===== config.mk =====
export PLATFORM = sky130hd
export DESIGN_NAME = usb_host_busctl
export DESIGN_NICKNAME = d
export VERILOG_FILES = /design/src/rtl/usb_host_busctl.sv
export SDC_FILE = /design/constraint.sdc
export NUM_CORES = 1
export LEC_CHECK = 0
export CORE_MARGIN = 4
export CORE_UTILIZATION = 23
export CTS_BUF_LIST = sky130_fd_sc_hd__clkbuf_4 sky130_fd_sc_hd__clkbuf_8 sky130_fd_sc_hd__clkbuf_16
export CTS_CLUSTER_DIAMETER = 50
export DETAILED_ROUTE_END_ITERATION = 6
export PLACE_DENSITY = 0.84
export SETUP_SLACK_MARGIN = 0.05
export SLEW_MARGIN = 25
export SYNTH_ARGS = -nofsm -noshare
export SYNTH_HDL_FRONTEND = slang
export SYNTH_SLANG_ARGS = --single-unit

===== constraint.sdc =====
create_clock -name clk -period 3.1 [get_ports clk]
set_input_delay 0.62 -clock clk [delete_from_list [all_inputs] [get_ports clk]]
set_output_delay 0.62 -clock clk [all_outputs]
set_load 0.03 [all_outputs]

===== src/rtl/usb_host_busctl.sv =====
module usb_host_busctl #(
  parameter int ADDR_W     = 12,
  parameter int DATA_W     = 32,
  parameter int REG_OFFSET = 'h400
) (
  input  logic              clk,
  input  logic              rst_n,
  input  logic              wr_en,
  input  logic [ADDR_W-1:0] addr,
  input  logic [DATA_W-1:0] wr_data,
  output logic [DATA_W-1:0] rd_data,
  input  logic              reset_done,
  input  logic              resume_done,
  input  logic              up_resume_evt,
  input  logic              disconnect_evt,
  output logic              reset_req,
  output logic              resume_req,
  output logic              sof_en,
  output logic [1:0]        speed_mode
);
  localparam int SOF_BIT = 8;
  localparam int RST_BIT = 9;
  localparam int RSM_BIT = 10;
  localparam int SPD_LO  = 12;
  localparam logic [ADDR_W-1:0] HIT_ADDR = ADDR_W'(REG_OFFSET);

  logic hit, wr, rst_start;
  logic sof_q, rst_q, rsm_q;
  logic [1:0] spd_q;

  assign hit       = (addr == HIT_ADDR);
  assign wr        = wr_en && hit;
  assign rst_start = wr && wr_data[RST_BIT];

  always_ff @(posedge clk) begin
    if (!rst_n)   spd_q <= '0;
    else if (wr)  spd_q <= wr_data[SPD_LO +: 2];
  end

  always_ff @(posedge clk) begin
    if (!rst_n)                          sof_q <= 1'b0;
    else if (up_resume_evt || rst_start) sof_q <= 1'b1;
    else if (wr)                         sof_q <= wr_data[SOF_BIT];
  end

  always_ff @(posedge clk) begin
    if (!rst_n)                             rst_q <= 1'b0;
    else if (reset_done || disconnect_evt)  rst_q <= 1'b0;
    else if (wr)                            rst_q <= wr_data[RST_BIT];
  end

  always_ff @(posedge clk) begin
    if (!rst_n)                                            rsm_q <= 1'b0;
    else if (resume_done || disconnect_evt || rst_start)   rsm_q <= 1'b0;
    else if (wr && wr_data[RSM_BIT] && sof_q)              rsm_q <= 1'b1;
  end

  always_comb begin
    rd_data = '0;
    if (hit) begin
      rd_data[SPD_LO +: 2] = spd_q;
      rd_data[RSM_BIT]     = rsm_q;
      rd_data[RST_BIT]     = rst_q;
      rd_data[SOF_BIT]     = sof_q;
    end
  end

  assign reset_req  = rst_q;
  assign resume_req = rsm_q;
  assign sof_en     = sof_q;
  assign speed_mode = spd_q;
endmodule


==> flow_summary_export.csv, run 1 <==
group,metric,value,unit
yosys,yosysWarningCount,0,
clock_network,cts_inserted_buffers,3,
cells_and_area,drive_gt1_share,21.1,%
clock_network,clock_sinks,5,
timing,setup_slack,0.398,ns
grt,grt-ovfl-total,0,
clock_network,ctsResizeCount,0,
cells_and_area,final_area,810,sq um
clock_network,cts_buffer_depth,2,
floorplan,initial_core_util,24.3,%
setup_path,crit_fanout,9,
clock_network,h-tree-depth,1,
yosys,syn_avg_cell_area,9.05,sq um
run,drv_cap,0,
power,leakage,0.360,nW
place,dpl-instance-area,779,sq um
clock_network,cts-root-buf,"clkbuf_4",
cells_and_area,area_growth_syn_to_layout,49.1,%
clock_network,cts_hold_buf,0,
route,drtIter0Drc,4,
route,drcViolationCount,0,
grt,grt_pass1_wl,1880,um
clock_network,post-cts-setup-buffers,0,
timing,maxSlewViolCount,0,
setup_path,crit_chain,"clkdlybuf4s50_1, nor4b_4, and3_1, and2_2, buf_4",
place,gp_congestion,0.665,
timing,skew,0.0000659,ns
cells_and_area,nNetsFinal,147,
yosys,synth_area,543,sq um
place,portBuffers,33,
clock_network,cts_tree,"yes",
hold_path,hold_class,"reg -> reg",
grt,grt_pass1_vias,441,
cells_and_area,insertedDiodeCount,0,
setup_path,critPathCaptureType,"primary output",
yosys,syn_inst,60,
cells_and_area,mostFrequentLayoutCells,"clkdlybuf4s50_1, conb_1, and2_2, buf_4, dfxtp_1",
route,vias,452,
floorplan,fp.coreArea,0.00223,sq mm
clock_network,clkLatencyLatePin,0.24,ns
grt,grt_max_degree,10,
grt,antenna_found_initial,0,
route,wl_per_cell,10.3,um
yosys,synth_cell_types,20,
route,detail-route-antenna-nets,0,
setup_path,cpPeakStageDelay,0.44,ns
timing,setup_viol,0,
route,via_per_inst,3.67,
timing,hold_viol,0,
grt,track_usage,7.87,%
timing,period_share,87.2,%
floorplan,die_w,56.6,um
timing,rsz0062_at_grt,"no",
timing,finalSetupTns,0,ns
cells_and_area,fillers,243,
power,power.density,292,mW/mm^2
yosys,seq_area_frac_synth,18.4,%
cells_and_area,fin_util,36.2,%
floorplan,die_h,56.6,um
setup_path,cp_data_arrival_time,2.08,ns
floorplan,io-pin-count,88,
setup_path,cp-start-kind,"input pin",
cells_and_area,final_common_cell,"clkdlybuf4s50_1",
place,hpwl,1150,um
power,peakVddDrop,0.000129,V
route,wl,1270,um
setup_path,crit_type,"in -> out",
timing,fmax,370,MHz
floorplan,die-area,0.00320,sq mm
floorplan,rows,17,
timing,finalHoldWorstSlack,0.465,ns
yosys,ys_seq_elements,5,
outcome,outcome,"finished, final reports clean",
clock_network,path_clk_slew,0.04,ns
setup_path,crit_slowest_cell,"clkdlybuf4s50_1",
timing,layout_min_cycle_time,2.70,ns
setup_path,crit_required,2.48,ns
route,drtPass1Iterations,3,
place,dp_slack,0.372,ns
-- final timing paths --
path | from | end | slack (ns) | depth (start not counted)
setup reg to reg | sof_en | sof_en | 2.32 | 3
hold reg to reg | speed_mode[1] | speed_mode[1] | 0.46 | 2
hold / removal | speed_mode[1] | speed_mode[1] | 0.46 | 2
setup / recovery | addr[11] | rd_data[8] | 0.40 | 5
-- per-stage QoR --
step / instances / total power [mW]
after CTS: 123 / 0.241
after floorplan: 86 / 0.144
final: 123 / 0.237
after detailed placement: 119 / 0.154
after global placement: 119 / 0.153
after global routing: 123 / 0.253
-- flip-flops by register name (all words and copies together), names as in the netlist --
| name | cells |
|---|---|
| sof_en | 1 |
| reset_req | 1 |
| resume_req | 1 |
| speed_mode | 2 |
-- power breakdown --
part,total (mW),internal [mW],leakage (nW),switching (mW)
combinational,0.0863,0.0306,0.301,0.0557
clock,0.0836,0.0574,0.0184,0.0263
sequential,0.0668,0.0655,0.0406,0.00132
total,0.237,0.153,0.360,0.0833
-- critical path, delay by kind of cell --
kind          cells  cell delay, ns
simple gates      3            0.86
buf+inv           2            0.59
-- per-layer routing --
layer / share of wire [%] / global-route usage, % / vias to the layer above
li1: - / - / 218
met1: 33 / 7.26 / 192
met2: 50 / 13.7 / 39
met3: 16 / 5.75 / 3
met4: 0.47 / 2.03 / 0
met5: 0 / 0 / -
-- final cells by class --
type                       count  area, sq um  area share [%]
inverter                       1         3.75           0.464
timing repair buffer          33          318            39.3
multi-input combinational     52          323            39.9
tap                           28         35.0            4.33
sequential                     5          100            12.4
clock buffer                   4         30.0            3.71
-- cell usage after synthesis (all sizes together) --
library cell,n,share of area [%]
nor3,1,0.92
inv,1,0.69
nor2,1,0.69
and2,5,6.9
a21boi,2,2.8
nand2b,1,1.2
nand4,1,1.2
nor4b,1,4.4
conb,1,0.69
and3,2,2.5
buf,28,39
mux2i,2,3.7
nand3,2,1.8
a41oi,1,5.1
dfxtp,5,18
o21a,1,1.4
nor4,3,6.9
nand2,2,1.4
-- logic make-up (layout without fill, tap and decap cells) --
| kind of cell | count (synthesis) | after routing | synth area share (%) |
|---|---|---|---|
| buffers and inverters | 29 | 38 | 40.1 |
| multiplexers | 2 | 2 | 3.69 |
| AND/OR/NAND/NOR | 19 | 19 | 27.9 |
| other | 1 | 27 | 0.691 |
| AO/OA/AOI/OAI | 4 | 4 | 9.22 |
| flip-flops | 5 | 5 | 18.4 |
Note: power is estimated with default switching activity, not from simulation.
==> inputs of run 2 (changes only) <==
--- a/config.mk
+++ b/config.mk
@@ -10,6 +10,7 @@
 export CTS_BUF_LIST = sky130_fd_sc_hd__clkbuf_4 sky130_fd_sc_hd__clkbuf_8 sky130_fd_sc_hd__clkbuf_16
 export CTS_CLUSTER_DIAMETER = 50
 export DETAILED_ROUTE_END_ITERATION = 6
+export GPL_ROUTABILITY_DRIVEN = 0
 export PLACE_DENSITY = 0.84
 export SETUP_SLACK_MARGIN = 0.05
 export SLEW_MARGIN = 25
==> results of run 2 <==
The final DEF is identical to that of run 1; final timing and power are the same.
